File: config.mk
export PLATFORM = sky130hd
export DESIGN_NAME = cfgreg_reset_unit
export DESIGN_NICKNAME = d
export VERILOG_FILES = /design/src/rtl/cfgrst_pkg.sv /design/src/rtl/cfgrst_decode.sv /design/src/rtl/cfgrst_arm.sv /design/src/rtl/cfgrst_collect.sv /design/src/rtl/cfgrst_derive.sv /design/src/rtl/cfgreg_reset_unit.sv
export SDC_FILE = /design/constraint.sdc
export NUM_CORES = 1
export LEC_CHECK = 0
export BUFFER_PORTS_ARGS = -buffer_cell sky130_fd_sc_hd__buf_2
export CORE_MARGIN = 2
export CORE_UTILIZATION = 50
export CTS_BUF_LIST = sky130_fd_sc_hd__clkbuf_4
export CTS_CLUSTER_DIAMETER = 60
export CTS_CLUSTER_SIZE = 14
export DETAILED_ROUTE_END_ITERATION = 6
export PLACE_DENSITY_LB_ADDON = 0.12
export RECOVER_POWER = 25
export SLEW_MARGIN = 5
export SYNTH_ARGS = -nofsm -noshare
export SYNTH_HDL_FRONTEND = slang
export SYNTH_SLANG_ARGS = --single-unit
File: constraint.sdc
create_clock -name clk -period 3.15 [get_ports clk]
set_clock_uncertainty 0.05 [all_clocks]
set_input_delay 0.1575 -clock clk [delete_from_list [all_inputs] [get_ports clk]]
set_output_delay 0.1575 -clock clk [all_outputs]
set_load 0.005 [all_outputs]
File: src/rtl/cfgrst_pkg.sv
package cfgrst_pkg;

   localparam logic [7:0] OPC_RST_ARM  = 8'h66;
   localparam logic [7:0] OPC_RST_FIRE = 8'h99;
   localparam logic [7:0] OPC_A4_ON    = 8'hB7;
   localparam logic [7:0] OPC_A4_OFF   = 8'hE9;
   localparam logic [7:0] OPC_WR_NV    = 8'hB1;
   localparam logic [7:0] OPC_WR_VOL   = 8'h81;
   localparam logic [7:0] OPC_WR_ENH   = 8'h61;

   typedef enum logic [2:0] {
      CLS_OTHER,
      CLS_ARM,
      CLS_FIRE,
      CLS_A4_ON,
      CLS_A4_OFF,
      CLS_WR_NV,
      CLS_WR_VOL,
      CLS_WR_ENH
   } op_cls_e;

   // run-time byte rebuilt from the persistent word
   function automatic logic [7:0] boot_vol(input logic [15:0] nv);
      logic [7:0] r;
      r      = 8'h03;
      r[7:4] = nv[15:12];
      r[3]   = (nv[11:9] != 3'b111);
      return r;
   endfunction

   // extended byte rebuilt from the persistent word
   function automatic logic [7:0] boot_enh(input logic [15:0] nv);
      logic [7:0] r;
      r    = 8'h1F;
      r[6] = nv[2];
      r[7] = nv[3];
      return r;
   endfunction

endpackage

File: src/rtl/cfgrst_decode.sv
module cfgrst_decode
   import cfgrst_pkg::*;
(
   input  logic [7:0] op_code,
   output op_cls_e    op_cls,
   output logic       op_is_write
);

   always_comb begin
      unique case (op_code)
         OPC_RST_ARM:  op_cls = CLS_ARM;
         OPC_RST_FIRE: op_cls = CLS_FIRE;
         OPC_A4_ON:    op_cls = CLS_A4_ON;
         OPC_A4_OFF:   op_cls = CLS_A4_OFF;
         OPC_WR_NV:    op_cls = CLS_WR_NV;
         OPC_WR_VOL:   op_cls = CLS_WR_VOL;
         OPC_WR_ENH:   op_cls = CLS_WR_ENH;
         default:      op_cls = CLS_OTHER;
      endcase
   end

   assign op_is_write = (op_cls == CLS_WR_NV) || (op_cls == CLS_WR_VOL) ||
                        (op_cls == CLS_WR_ENH);

endmodule

File: src/rtl/cfgrst_arm.sv
module cfgrst_arm
   import cfgrst_pkg::*;
(
   input  logic    clk,
   input  logic    rst_n,
   input  logic    op_valid,
   input  op_cls_e op_cls,
   output logic    fire
);

   logic armed_q;

   // the reset opcode acts only right after the arming opcode
   assign fire = op_valid && (op_cls == CLS_FIRE) && armed_q;

   always_ff @(posedge clk or negedge rst_n) begin
      if (!rst_n) begin
         armed_q <= 1'b0;
      end else if (op_valid) begin
         armed_q <= (op_cls == CLS_ARM);
      end
   end

endmodule

File: src/rtl/cfgrst_collect.sv
module cfgrst_collect #(
   parameter int BYTE_W = 8,
   parameter int SLOTS  = 2,
   localparam int CW    = $clog2(SLOTS + 1)
) (
   input  logic                     clk,
   input  logic                     rst_n,
   input  logic                     start,
   input  logic [CW-1:0]            need,
   input  logic                     cancel,
   input  logic                     byte_valid,
   input  logic [BYTE_W-1:0]        byte_data,
   output logic                     done,
   output logic [SLOTS*BYTE_W-1:0]  word
);

   logic          active_q;
   logic [CW-1:0] cnt_q;
   logic [CW-1:0] need_q;
   logic          take;

   assign take = active_q && byte_valid && !cancel;
   assign done = take && (cnt_q == need_q - 1'b1);

   always_ff @(posedge clk or negedge rst_n) begin
      if (!rst_n) begin
         active_q <= 1'b0;
         cnt_q    <= '0;
         need_q   <= '0;
      end else if (start) begin
         active_q <= 1'b1;
         cnt_q    <= '0;
         need_q   <= need;
      end else if (cancel) begin
         active_q <= 1'b0;
      end else if (take) begin
         cnt_q <= cnt_q + 1'b1;
         if (done) active_q <= 1'b0;
      end
   end

   // slot 0 holds the first (least significant) byte
   for (genvar i = 0; i < SLOTS; i++) begin : g_slot
      logic [BYTE_W-1:0] slot_q;
      logic              hit;
      assign hit = take && (cnt_q == CW'(i));
      always_ff @(posedge clk or negedge rst_n) begin
         if (!rst_n)   slot_q <= '0;
         else if (hit) slot_q <= byte_data;
      end
      assign word[i*BYTE_W +: BYTE_W] = hit ? byte_data : slot_q;
   end

endmodule

File: src/rtl/cfgrst_derive.sv
module cfgrst_derive
   import cfgrst_pkg::*;
#(
   parameter bit DERIVE_EN = 1'b1,
   parameter int EXT_W     = 2
) (
   input  logic [15:0]      nv,
   output logic [7:0]       vol_new,
   output logic [7:0]       enh_new,
   output logic             a4_new,
   output logic [EXT_W-1:0] ext_new
);

   if (DERIVE_EN) begin : g_derive
      assign vol_new = boot_vol(nv);
      assign enh_new = boot_enh(nv);
      assign a4_new  = !nv[0];
      assign ext_new = nv[1] ? '0 : EXT_W'(3);
   end else begin : g_plain
      assign vol_new = '0;
      assign enh_new = '0;
      assign a4_new  = 1'b0;
      assign ext_new = '0;
   end

endmodule

File: src/rtl/cfgreg_reset_unit.sv
module cfgreg_reset_unit
   import cfgrst_pkg::*;
#(
   parameter int                          BYTE_W     = 8,
   parameter int                          NV_BYTES   = 2,
   parameter int                          EXT_W      = 2,
   parameter logic [7:0]                  MFR_ID     = 8'h20,
   parameter logic [7:0]                  DERIVE_MFR = 8'h20,
   parameter logic [NV_BYTES*BYTE_W-1:0]  NV_DEFAULT = 16'h8FFF
) (
   input  logic                       clk,
   input  logic                       rst_n,
   input  logic                       op_valid,
   input  logic [7:0]                 op_code,
   input  logic                       wr_enable,
   input  logic                       byte_valid,
   input  logic [BYTE_W-1:0]          byte_data,
   output logic [NV_BYTES*BYTE_W-1:0] nv_cfg,
   output logic [BYTE_W-1:0]          v_cfg,
   output logic [BYTE_W-1:0]          ev_cfg,
   output logic                       addr4_mode,
   output logic [EXT_W-1:0]           ext_addr,
   output logic                       soft_reset
);

   localparam int NV_W      = NV_BYTES * BYTE_W;
   localparam int CW        = $clog2(NV_BYTES + 1);
   localparam bit DERIVE_EN = (MFR_ID == DERIVE_MFR);

   localparam logic [7:0]       V_RST   = DERIVE_EN ? boot_vol(NV_DEFAULT[15:0]) : 8'h00;
   localparam logic [7:0]       EV_RST  = DERIVE_EN ? boot_enh(NV_DEFAULT[15:0]) : 8'h00;
   localparam logic             A4_RST  = DERIVE_EN && !NV_DEFAULT[0];
   localparam logic [EXT_W-1:0] EXT_RST = (DERIVE_EN && !NV_DEFAULT[1]) ? EXT_W'(3) : '0;

   if (BYTE_W != 8) begin : g_bad_byte
      $error("cfgreg_reset_unit: BYTE_W must be 8");
   end
   if (NV_BYTES < 2) begin : g_bad_nv
      $error("cfgreg_reset_unit: NV_BYTES must be at least 2");
   end
   if (EXT_W < 2) begin : g_bad_ext
      $error("cfgreg_reset_unit: EXT_W must be at least 2");
   end

   op_cls_e             op_cls;
   logic                op_is_write;
   logic                fire;
   logic                wr_start;
   logic                wr_done;
   logic [CW-1:0]       wr_need;
   logic [NV_W-1:0]     wr_word;
   op_cls_e             tgt_q;
   logic [7:0]          d_vol;
   logic [7:0]          d_enh;
   logic                d_a4;
   logic [EXT_W-1:0]    d_ext;

   logic [NV_W-1:0]     nv_q;
   logic [BYTE_W-1:0]   v_q;
   logic [BYTE_W-1:0]   ev_q;
   logic                a4_q;
   logic [EXT_W-1:0]    ext_q;
   logic                pulse_q;

   cfgrst_decode u_decode (
      .op_code     (op_code),
      .op_cls      (op_cls),
      .op_is_write (op_is_write)
   );

   cfgrst_arm u_arm (
      .clk      (clk),
      .rst_n    (rst_n),
      .op_valid (op_valid),
      .op_cls   (op_cls),
      .fire     (fire)
   );

   assign wr_start = op_valid && op_is_write && wr_enable;
   assign wr_need  = (op_cls == CLS_WR_NV) ? CW'(NV_BYTES) : CW'(1);

   cfgrst_collect #(
      .BYTE_W (BYTE_W),
      .SLOTS  (NV_BYTES)
   ) u_collect (
      .clk        (clk),
      .rst_n      (rst_n),
      .start      (wr_start),
      .need       (wr_need),
      .cancel     (op_valid),
      .byte_valid (byte_valid),
      .byte_data  (byte_data),
      .done       (wr_done),
      .word       (wr_word)
   );

   cfgrst_derive #(
      .DERIVE_EN (DERIVE_EN),
      .EXT_W     (EXT_W)
   ) u_derive (
      .nv      (nv_q[15:0]),
      .vol_new (d_vol),
      .enh_new (d_enh),
      .a4_new  (d_a4),
      .ext_new (d_ext)
   );

   always_ff @(posedge clk or negedge rst_n) begin
      if (!rst_n) begin
         tgt_q <= CLS_OTHER;
      end else if (wr_start) begin
         tgt_q <= op_cls;
      end
   end

   always_ff @(posedge clk or negedge rst_n) begin
      if (!rst_n) begin
         nv_q    <= NV_DEFAULT;
         v_q     <= V_RST;
         ev_q    <= EV_RST;
         a4_q    <= A4_RST;
         ext_q   <= EXT_RST;
         pulse_q <= 1'b0;
      end else begin
         pulse_q <= fire;
         if (fire) begin
            if (DERIVE_EN) begin
               v_q  <= d_vol;
               ev_q <= d_enh;
            end
            a4_q  <= d_a4;
            ext_q <= d_ext;
         end else if (op_valid && op_cls == CLS_A4_ON) begin
            a4_q <= 1'b1;
         end else if (op_valid && op_cls == CLS_A4_OFF) begin
            a4_q <= 1'b0;
         end else if (wr_done) begin
            unique case (tgt_q)
               CLS_WR_NV:  nv_q <= wr_word;
               CLS_WR_VOL: v_q  <= wr_word[BYTE_W-1:0];
               CLS_WR_ENH: ev_q <= wr_word[BYTE_W-1:0];
               default:    ;
            endcase
         end
      end
   end

   assign nv_cfg     = nv_q;
   assign v_cfg      = v_q;
   assign ev_cfg     = ev_q;
   assign addr4_mode = a4_q;
   assign ext_addr   = ext_q;
   assign soft_reset = pulse_q;

endmodule

==> results_tabular.tex <==
\begin{tabular}{lr}
\hline
Metric & Value \\
\hline
\multicolumn{2}{l}{\textbf{Power and ir drop}} \\
Combinational Power Share & 5.4\% \\
Pwr per Cell Area & 445 mW/mm2 \\
LEAKAGE & 1.60 nW \\
Net switching share of the total power & 21.8\% \\
Worst-case vdd ir drop & 0.000289 V \\
Power spent charging and discharging nets & 0.000317 W \\
Power share of the sequential group & 53.9\% \\
Clock network power share & 40.8\% \\
Internal power component & 0.00114 W \\
\multicolumn{2}{l}{\textbf{Worst setup path}} \\
Launching element type of the critical path & input port \\
Highest net fanout along the worst path & 16 \\
CP arrival & 2590 ps \\
End of the worst register-to-register path & nv\_cfg[14]\$\_DFFE\_PN0P\_ \\
Critical path start-end classification & in2reg \\
CP required & 3360 ps \\
Length in cells of the worst reg-to-reg path & 5 \\
Startpoint of the worst register-to-register path & u\_collect.active\_q\$\_DFFE\_PN0P\_ \\
Capture point of the worst path & nv\_cfg[14]\$\_DFFE\_PN0P\_ \\
Critical path capture point type & register \\
Flop2flop setup slack & 880 ps \\
Crit. Startpoint & op\_valid \\
\multicolumn{2}{l}{\textbf{Floorplanning}} \\
Core outline area & 0.00517 mm2 \\
Die area & 0.00604 mm2 \\
Horizontal extent of the die & 77.7 um \\
Count of boundary I/O pins & 57 \\
Number of placement rows & 26 \\
Starting Density & 52.5\% \\
Height of the die & 77.7 um \\
\multicolumn{2}{l}{\textbf{STA}} \\
Total count of max-transition violations in the final report & 0 \\
Worst Max-Slew Pin Slew & 1340 ps \\
Post-route fraction of the period consumed by the critical path & 75.6\% \\
Unrepaired setup endpoints after global routing & no \\
Accumulated negative setup slack & 0 ps \\
Fmax achieved & 420 MHz \\
Minimum clock period after layout & 2380 ps \\
Final-report hold violation count & 0 \\
Worst Hold Slack & 21.9 ps \\
Number of setup violations in the final report & 0 \\
Slew margin rel. & 10.8\% \\
\multicolumn{2}{l}{\textbf{Route}} \\
Number of DRC violations after detailed routing & 0 \\
Post-DR wirelength/cell & 15.0 um \\
Detailed Route WL & 5320 um \\
Number of search-and-repair iterations in the first detailed-routing pass & 4 \\
Highest metal layer with signal wires & met4 \\
Violation count after the first detailed-routing iteration & 71 \\
Vias after detailed routing & 1829 \\
Length of routed wiring on met1 & 2700 um \\
Per-cell via count in the routed design & 5.15 \\
Met2 wire length & 2360 um \\
DRT antenna net count & 0 \\
Met3 wirelength from detailed routing & 212 um \\
\multicolumn{2}{l}{\textbf{Placement}} \\
Port Buffer Count & 56 \\
Instance area after placement & 0.00304 mm2 \\
Post-DP HPWL & 3710 um \\
RD Place Congestion & 0.776 \\
Cell count after placement & 330 \\
\multicolumn{2}{l}{\textbf{Synthesis}} \\
Post-Syn Nets & 233 \\
Number of distinct library cells after synthesis & 46 \\
Ys Warns & 0 \\
Post-Synthesis Mean Instance Area & 12.9 um2 \\
Portion of the post-synthesis area used by sequential elements & 56.4\% \\
Fraction of post-synthesis cell area in the top cell type by area & 34.1\% \\
Post-Synthesis Cell Area & 0.00272 mm2 \\
Gate count of the mapped netlist & 210 \\
Yosys reg bits & 60 \\
Cell type with the largest total area after synthesis & sky130\_fd\_sc\_hd\_\_dfrtp\_1 \\
Largest cells by area after synthesis & sky130\_fd\_sc\_hd\_\_dfrtp\_1, sky130\_fd\_sc\_hd\_\_dfstp\_2, sky130\_fd\_sc\_hd\_\_mux2\_2 \\
\multicolumn{2}{l}{\textbf{CTS}} \\
Latest clock arrival within the worst-skew pair & 380 ps \\
Count of H-tree levels built during CTS & 3 \\
CTS Buf Count & 9 \\
Bufs on Longest Clock Path & 2 \\
Cts repair resizes & 0 \\
Sinks on Clock Net & 60 \\
Library cell used as clock root buffer & sky130\_fd\_sc\_hd\_\_clkbuf\_4 \\
Post CTS Setup Buffer Count & 0 \\
Clock tree from TritonCTS & done \\
Worst-path clk slew & 100 ps \\
\multicolumn{2}{l}{\textbf{Finish}} \\
Commonest cells after routing, fill and taps aside & sky130\_fd\_sc\_hd\_\_buf\_2, sky130\_fd\_sc\_hd\_\_dfrtp\_1, sky130\_fd\_sc\_hd\_\_mux2\_2 \\
Layout cells sized above 1 & 46.7\% \\
Final cell count without fillers & 355 \\
Final core area utilization & 63.3\% \\
Most common cell after layout, fill and taps aside & sky130\_fd\_sc\_hd\_\_buf\_2 \\
Number of diodes & 0 \\
Area overhead of the layout relative to synthesis & 20.6\% \\
Nets@finish & 303 \\
Area of all placed cells without fillers & 0.00328 mm2 \\
\multicolumn{2}{l}{\textbf{Global route}} \\
Overall track demand over capacity in global routing & 19.3\% \\
Total overflow reported by the global router & 0 \\
Via count of the first global-routing pass & 1761 \\
Maximum number of pins on one net before global-route repair & 27 \\
Wire length of the first global-routing pass & 8910 um \\
Number of antenna violations at the first check in global routing & 0 \\
\multicolumn{2}{l}{\textbf{Run}} \\
Max\_cap viols & 0 \\
\multicolumn{2}{l}{\textbf{Min path}} \\
Class of the tightest hold or removal check & in2reg \\
\multicolumn{2}{l}{\textbf{Status}} \\
Run status & finished, final reports clean \\
\hline
\end{tabular}
-- routing by layer --
metal,vias up,track usage (%)
li1,900,-
met1,886,28.5
met2,38,27.7
met3,5,4.30
met4,0,7.50
met5,-,0
-- cell type report --
cell class / instances / area, um2
clock buffer: 10 / 75.1
inverter: 4 / 15.0
multi-input combinational: 138 / 1110
clock inverter: 6 / 80.1
sequential: 60 / 1530
tap: 70 / 87.6
fill: 441 / 1900
timing repair buffer: 67 / 375
-- cell usage after synthesis (all sizes together) --
| cell | instances |
|---|---|
| mux2i | 17 |
| nand4b | 4 |
| nand3 | 3 |
| nand2 | 21 |
| nor4bb | 1 |
| nor3b | 2 |
| dfrtp | 37 |
| dfstp | 23 |
| o32ai | 1 |
| inv | 4 |
| o21a | 2 |
| nor4 | 1 |
| a211o | 1 |
| a2111oi | 1 |
| o22a | 1 |
| nand2b | 2 |
| a22oi | 1 |
| or2 | 2 |
| a211oi | 1 |
| or3b | 2 |
| or3 | 1 |
| a41oi | 1 |
| o21ai | 10 |
| o211a | 1 |
| nand3b | 1 |
| and3 | 2 |
| and4b | 2 |
| and4 | 1 |
| buf | 8 |
| xnor2 | 3 |
| mux2 | 33 |
| a21oi | 4 |
| and2 | 2 |
| or4b | 2 |
| ha | 2 |
| nor2 | 9 |
| and3b | 1 |
-- through the flow --
stage	total power (W)	setup WS (ps)
after detailed placement	0.000872	858
after global routing	0.00152	571
final	0.00146	767
after global placement	0.000870	943
after floorplan	0.000829	1250
after CTS	0.00148	801
-- how the worst min path moves through the flow --
stage                  from                                      end  slack (ps)  depth (start not counted)
2_1_floorplan         rst_n                   addr4_mode$_DFFE_PN0P_        -190                          0
3_3_place_gp          rst_n           u_collect.cnt_q[0]$_DFFE_PN0P_         130                          1
3_5_place_dp          rst_n           u_collect.cnt_q[0]$_DFFE_PN0P_         130                          1
4_1_cts        byte_data[1]  u_collect.g_slot[1].slot_q[1]$_DFF_PN0_           8                          2
5_1_grt        byte_data[1]  u_collect.g_slot[1].slot_q[1]$_DFF_PN0_          10                          2
6_report       byte_data[1]  u_collect.g_slot[1].slot_q[1]$_DFF_PN0_          20                          2
-- registers in the layout, summed over array words and instances (netlist names), 2 cells and up --
name	cells
ev_cfg	8
tgt_q	3
u_collect.g_slot.slot_q	16
u_collect.need_q	2
u_collect.cnt_q	2
v_cfg	8
nv_cfg	16
-- what timing repair did --
| item | 4_1_cts | 5_1_grt |
|---|---|---|
| setup endpoints to repair | 0 | 0 |
| hold endpoints to repair | 29 | 0 |
| hold buffers | 9 | 0 |
-- kinds of logic after synthesis --
| kind of cell | Yosys count | synth area share (%) |
|---|---|---|
| flops | 60 | 56.4 |
| simple gates | 59 | 13.1 |
| mux | 50 | 20.0 |
| compound gates | 24 | 5.99 |
| buf+inv | 12 | 2.67 |
| xor+xnor | 3 | 0.968 |
| fa+ha+maj | 2 | 0.922 |
-- worst max-delay path, cell delays in order --
cell and delay (ps):
sky130_fd_sc_hd__dlygate4sd3_1 530, sky130_fd_sc_hd__clkbuf_1 170, sky130_fd_sc_hd__nor3b_2 360, sky130_fd_sc_hd__and2_1 240
sky130_fd_sc_hd__and4b_1 720, sky130_fd_sc_hd__mux2_2 410
-- power groups by stage --
stage           logic, W  clock network [W]  registers, W
4_1_cts        0.0000819           0.000612      0.000785
2_1_floorplan  0.0000319                  0      0.000797
6_report       0.0000783           0.000593      0.000784
3_3_place_gp   0.0000724                  0      0.000798
5_1_grt        0.0000897           0.000647      0.000786
3_5_place_dp   0.0000732                  0      0.000799
Power figures use the tool's default switching activity.
